<file path="src/rtl/cmpch_pkg.sv">
`timescale 1ns/1ps
package cmpch_pkg;
  // control word bit positions
  localparam int unsigned B_ITYPE   = 1;
  localparam int unsigned B_IEN     = 2;
  localparam int unsigned B_PERIOD  = 3;
  localparam int unsigned B_PCAP    = 4;
  localparam int unsigned B_SIZE    = 5;
  localparam int unsigned B_LOADCMP = 6;
  localparam int unsigned B_M32     = 8;
  localparam int unsigned B_MEN     = 14;
  localparam int unsigned B_MCAP    = 15;

  // low-half capability bits that are hardwired
  localparam logic [31:0] LO_RO_MASK  = (32'd1 << B_MCAP) | (32'd1 << B_SIZE) | (32'd1 << B_PCAP);
  localparam logic [31:0] LO_ZERO     = (32'd1 << B_M32);
  localparam logic [31:0] LO_RESET    = (32'd1 << B_MCAP) | (32'd1 << B_PCAP);
  localparam logic [63:0] RO_MASK     = {32'hFFFF_FFFF, LO_RO_MASK};
  localparam logic [63:0] FORCE0_MASK = {32'h0, LO_ZERO};
endpackage

</file>
<file path="src/rtl/cmpch_cfg_reg.sv">
`timescale 1ns/1ps
module cmpch_cfg_reg
  import cmpch_pkg::*;
#(
  parameter logic [31:0] ROUTE_CAP = 32'h00F0_0000
) (
  input  logic        clk,
  input  logic        rst_n,
  input  logic        cfg_we,
  input  logic [63:0] cfg_wdata,
  input  logic [63:0] cfg_wmask,
  input  logic        cmp_we,
  output logic [63:0] cfg_q,
  output logic        leave_periodic
);
  localparam logic [63:0] CFG_RESET = {ROUTE_CAP, LO_RESET};

  // apply mask, then restore hardwired bits
  function automatic logic [63:0] merge_cfg(input logic [63:0] cur,
                                            input logic [63:0] wd,
                                            input logic [63:0] wm);
    logic [63:0] t;
    t = (cur & ~wm) | (wd & wm);
    t = (t & ~(RO_MASK | FORCE0_MASK)) | (cur & RO_MASK);
    return t;
  endfunction

  logic [63:0] cfg_d;
  logic [63:0] merged;

  always_comb begin
    merged         = merge_cfg(cfg_q, cfg_wdata, cfg_wmask);
    cfg_d          = cfg_we ? merged : cfg_q;
    leave_periodic = cfg_we & cfg_q[B_PERIOD] & ~merged[B_PERIOD];
    if (cmp_we) cfg_d[B_LOADCMP] = 1'b0;
  end

  always_ff @(posedge clk) begin
    if (!rst_n) cfg_q <= CFG_RESET;
    else        cfg_q <= cfg_d;
  end
endmodule

</file>
<file path="src/rtl/cmpch_match.sv">
`timescale 1ns/1ps
module cmpch_match #(
  parameter int unsigned CW = 32
) (
  input  logic          cnt_en,
  input  logic          cnt_tick,
  input  logic [CW-1:0] cnt_val,
  input  logic [CW-1:0] cmp_q,
  input  logic [CW-1:0] per_q,
  input  logic          active,
  input  logic          periodic,
  output logic          hit_exact,
  output logic          hit_late,
  output logic [CW-1:0] cmp_next
);
  // first period boundary strictly ahead of the counter
  function automatic logic [CW-1:0] catch_up(input logic [CW-1:0] c,
                                             input logic [CW-1:0] lag,
                                             input logic [CW-1:0] p);
    logic [CW-1:0] steps;
    if (p == '0) return c;
    steps = lag / p + 1'b1;
    return c + steps * p;
  endfunction

  logic [CW-1:0] lag;
  logic          gate;

  always_comb begin
    lag       = cnt_val - cmp_q;
    gate      = cnt_en & cnt_tick & active;
    hit_exact = gate & (lag == '0);
    hit_late  = gate & periodic & (per_q != '0) & (lag != '0) & ~lag[CW-1];
    cmp_next  = catch_up(cmp_q, lag, per_q);
  end
endmodule

</file>
<file path="src/rtl/cmpch_cmp_reg.sv">
`timescale 1ns/1ps
module cmpch_cmp_reg #(
  parameter int unsigned CW = 32
) (
  input  logic          clk,
  input  logic          rst_n,
  input  logic          cmp_we,
  input  logic [CW-1:0] cmp_wdata,
  input  logic          periodic,
  input  logic          load_cmp,
  input  logic          leave_periodic,
  input  logic          fire,
  input  logic [CW-1:0] cmp_next,
  output logic [CW-1:0] cmp_q,
  output logic [CW-1:0] per_q
);
  always_ff @(posedge clk) begin
    if (!rst_n) begin
      cmp_q <= '1;
      per_q <= '0;
    end else begin
      if (cmp_we) begin
        if (periodic) begin
          per_q <= cmp_wdata;
          if (load_cmp) cmp_q <= cmp_wdata;
        end else begin
          cmp_q <= cmp_wdata;
          per_q <= '0;
        end
      end else if (fire && periodic) begin
        cmp_q <= cmp_next;
      end
      if (leave_periodic) per_q <= '0;
    end
  end
endmodule

</file>
<file path="src/rtl/evt_cmp_channel.sv">
`timescale 1ns/1ps
module evt_cmp_channel
  import cmpch_pkg::*;
#(
  parameter int unsigned CW        = 32,
  parameter logic [31:0] ROUTE_CAP = 32'h00F0_0000
) (
  input  logic          clk,
  input  logic          rst_n,
  input  logic          cnt_en,
  input  logic          cnt_tick,
  input  logic [CW-1:0] cnt_val,
  input  logic          cfg_we,
  input  logic [63:0]   cfg_wdata,
  input  logic [63:0]   cfg_wmask,
  input  logic          cmp_we,
  input  logic [CW-1:0] cmp_wdata,
  output logic [63:0]   cfg_rd,
  output logic [CW-1:0] cmp_rd,
  output logic [CW-1:0] period_rd,
  output logic          evt
);
  logic          leave_periodic;
  logic          tmr_active;
  logic          hit_exact;
  logic          hit_late;
  logic          fire;
  logic [CW-1:0] cmp_next;

  cmpch_cfg_reg #(.ROUTE_CAP(ROUTE_CAP)) u_cfg (
    .clk(clk), .rst_n(rst_n), .cfg_we(cfg_we), .cfg_wdata(cfg_wdata),
    .cfg_wmask(cfg_wmask), .cmp_we(cmp_we), .cfg_q(cfg_rd),
    .leave_periodic(leave_periodic)
  );

  assign tmr_active = cfg_rd[B_IEN] | cfg_rd[B_PERIOD];

  cmpch_match #(.CW(CW)) u_match (
    .cnt_en(cnt_en), .cnt_tick(cnt_tick), .cnt_val(cnt_val),
    .cmp_q(cmp_rd), .per_q(period_rd), .active(tmr_active),
    .periodic(cfg_rd[B_PERIOD]), .hit_exact(hit_exact),
    .hit_late(hit_late), .cmp_next(cmp_next)
  );

  assign fire = hit_exact | hit_late;

  cmpch_cmp_reg #(.CW(CW)) u_cmp (
    .clk(clk), .rst_n(rst_n), .cmp_we(cmp_we), .cmp_wdata(cmp_wdata),
    .periodic(cfg_rd[B_PERIOD]), .load_cmp(cfg_rd[B_LOADCMP]),
    .leave_periodic(leave_periodic), .fire(fire), .cmp_next(cmp_next),
    .cmp_q(cmp_rd), .per_q(period_rd)
  );

  always_ff @(posedge clk) begin
    if (!rst_n) evt <= 1'b0;
    else        evt <= fire;
  end
endmodule

</file>
<file path="config.mk">
export PLATFORM = sky130hd
export DESIGN_NAME = evt_cmp_channel
export DESIGN_NICKNAME = d
export VERILOG_FILES = /design/src/rtl/cmpch_pkg.sv /design/src/rtl/cmpch_cfg_reg.sv /design/src/rtl/cmpch_match.sv /design/src/rtl/cmpch_cmp_reg.sv /design/src/rtl/evt_cmp_channel.sv
export SDC_FILE = /design/constraint.sdc
export NUM_CORES = 2
export LEC_CHECK = 0
export CORE_MARGIN = 4
export CORE_UTILIZATION = 45
export CTS_CLUSTER_SIZE = 25
export DETAILED_ROUTE_END_ITERATION = 8
export GPL_ROUTABILITY_DRIVEN = 0
export HOLD_SLACK_MARGIN = 0.05
export PLACE_DENSITY = 0.73
export SLEW_MARGIN = 30
export SYNTH_ARGS = -nofsm -noshare
export SYNTH_HDL_FRONTEND = slang
export SYNTH_SLANG_ARGS = --single-unit
</file>
<file path="constraint.sdc">
create_clock -name clk -period 234.3 [get_ports clk]
set_clock_uncertainty 0.05 [all_clocks]
set_input_delay 35.145 -clock clk [delete_from_list [all_inputs] [get_ports clk]]
set_output_delay 35.145 -clock clk [all_outputs]
set_load 0.01 [all_outputs]
</file>
==> summary.md <==
| Metric | Value |
|---|---|
| DR pass1 iterations | 9 |
| Synth cell types | 107 |
| FF-to-FF Start | u_cmp.cmp_q[8]$_SDFFE_PN1P_ |
| Initial antenna violation count | 5 |
| RSZ-0062 raised after global routing | false |
| Antenna Nets Post-Route | 0 |
| Seq/Total Area, Yosys | 3.72% |
| Mapped Area | 50000 sq um |
| Critical Path RT | 234510 ps |
| Avg Vias per Cell | 6.08 |
| Post-synthesis register bit count | 93 |
| Sum of negative setup slack | 0 ps |
| Final Hold Viols | 0 |
| Routed WL | 180000 um |
| H-Tree Depth | 3 |
| Worst hold slack | 417 ps |
| Largest net degree at the start of global routing | 64 |
| Syn Inst Count | 6740 |
| CTS Hold Bufs | 0 |
| Rows | 122 |
| CTS resizes | 0 |
| Worst-path clk slew | 100 ps |
| Largest area contributor in the netlist | fa_1 |
| Crit Path Class | in -> reg |
| R2R depth | 382 |
| Rel. slew slack | 27.6% |
| Core area | 111000 sq um |
| CTS tree | built |
| Die Ht | 341 um |
| Worst min path class | reg -> reg |
| Clk root buf | clkbuf_16 |
| CP most frequent cell | ha_1 |
| Vias | 50800 |
| DR DRC count | 0 |
| FILL cells | 10900 |
| Clock buffer count from CTS | 9 |
| Endpoints failing setup | 0 |
| Buffers added on ports | 218 |
| CTS Sinks | 93 |
| Outcome | finished, final reports clean |
| Share of cells above drive strength 1 | 5.10% |
| Post-synth top cells | nand2_1, ha_1, nor2_1 |
| Top-count cell post-synth | nand2_1 |
| Syn avg cell area | 7.42 sq um |
| CP arrival | 133270 ps |
| Routed WL per cell | 21.5 um |
| Final core utilization | 49.3% |
| CP max stage cell | o41ai_1 |
| CP max stage delay | 790 ps |
| Initial Util | 45.3% |
| Worst Setup End Kind | flop |
| Post-synth EDFFs | 0 |
| DR iter-0 viols | 4814 |
| Most used DFF post-synth | dfxtp_1 |
| Reg-to-Reg End | u_cmp.cmp_q[30]$_SDFFE_PN1P_ |
| I/O pin count | 327 |
| Vias in the first global route | 49200 |
| Worst-Skew Late Latency | 410 ps |
| Crit path time final | 133060 ps |
| Max-cap violations | 0 |
| Final nets | 8186 |
| Top post-synthesis cells by area | fa_1, ha_1, nand2_1, nor2_1, inv_1 |
| Worst setup path end | u_cmp.cmp_q[30]$_SDFFE_PN1P_ |
| Critical Path Source Type | input port |
| Full die area | 117000 sq um |
| Non-Filler Instances | 8359 |
| DP HPWL | 143000 um |
| Worst-Margin Slew | 1080 ps |
| First-pass GRT wire length | 277000 um |
| CP Max Fanout | 40 |
| Max clock buf depth | 2 |
| Synth async-reset ratio | 0% |
| Worst Setup SP | cnt_val[8] |
| R2r setup slk | 135570 ps |
| Final count of pins violating max slew | 0 |
| Post-synth top area share | 17.6% |
| Horiz. Die Dim | 341 um |
| Ys Warns | 0 |
| Area Growth Syn to Fin | 8.91% |
| Max Fclk | 7.52 MHz |
| GRT overflow | 0 |
| Postcts setup bufs | 0 |
| Cell Count Post-Placement | 8339 |
| All-Layer GR Usage | 29.9% |
| Crit share post-route | 56.8% |
[cells in the final DEF (no fill, tap or decap), types with 36 or more instances in the layout]
master	synthesis	layout
a21boi_0	39	39
nor2b_1	80	79
xnor2_1	273	264
nor3_1	178	175
inv_1	664	663
clkdlybuf4s50_1	0	215
or2_2	42	42
dfxtp_1	93	93
nand4_1	58	58
mux2_2	75	75
a22oi_1	41	41
fa_1	439	439
or3_1	67	67
nand2_1	727	727
nand2b_1	77	77
a31oi_1	56	56
and3_1	45	45
a211oi_1	45	43
and2_1	263	263
conb_1	2	36
nand3_1	125	125
a21o_1	183	183
xor2_1	165	164
o21ai_0	298	298
nor2_1	678	678
o31ai_1	48	47
o21a_1	154	154
a21oi_1	392	389
ha_1	687	687
o211ai_1	50	50
buf_4	40	132
[per-layer routing]
metal	share of wire (%)	GRT usage [%]	wire, um
met1	40	38.8	72500
met2	43	46.9	77400
met3	11	7.18	19400
met4	5.7	14.1	10200
met5	0.058	0	104
[layout make-up]
| type | count | area (sq um) | area share (%) |
|---|---|---|---|
| multi-input cells | 5735 | 44800 | 82.1 |
| repair buffers | 350 | 3160 | 5.80 |
| inverters | 673 | 2530 | 4.64 |
| flip-flops and latches | 93 | 1860 | 3.42 |
| well taps | 1488 | 1860 | 3.42 |
| clock buffers | 9 | 225 | 0.413 |
| clock inverters | 7 | 86.3 | 0.158 |
| diodes | 4 | 10.0 | 0.0184 |
[worst max-delay path: cells and delay by family]
kind,cells,cell delay [ps]
AO/OA/AOI/OAI,210,55490
XOR/XNOR,2,410
adder cells (fa/ha/maj),43,15290
buffers and inverters,32,6830
multiplexers,2,830
AND/OR/NAND/NOR,93,18840
[how the worst min path moves through the flow]
stage	endpoint	depth (start not counted)	slack, ps	from
2_1_floorplan	flop	2	420	flop
3_3_place_gp	flop	2	400	flop
3_5_place_dp	flop	2	410	flop
4_1_cts	flop	2	420	flop
5_1_grt	evt$_SDFF_PN0_	2	450	flop
6_report	flop	2	420	flop
[per-stage QoR]
step	setup WS (ps)	area, sq um
4_1_cts	103630	54500
2_1_floorplan	117980	50200
5_1_grt	95140	54500
3_3_place_gp	104510	54100
6_report	101240	54500
3_5_place_dp	103690	54200
[cells by family (layout without fill, tap and decap cells)]
logic type | Yosys count | after routing | share of synthesized area (%)
buffers and inverters | 946 | 1039 | 7.42
AND/OR/NAND/NOR | 2418 | 2418 | 22.7
adder cells (fa/ha/maj) | 1126 | 1126 | 34.7
XOR/XNOR | 441 | 441 | 7.79
flip-flops | 93 | 93 | 3.72
AO/OA/AOI/OAI | 1613 | 1613 | 21.4
other | 2 | 40 | 0.0150
multiplexers | 101 | 101 | 2.21
Power is left out: the tool's default activity adds up to more than one toggle a clock period on the data nets, which glitch-free logic cannot reach.
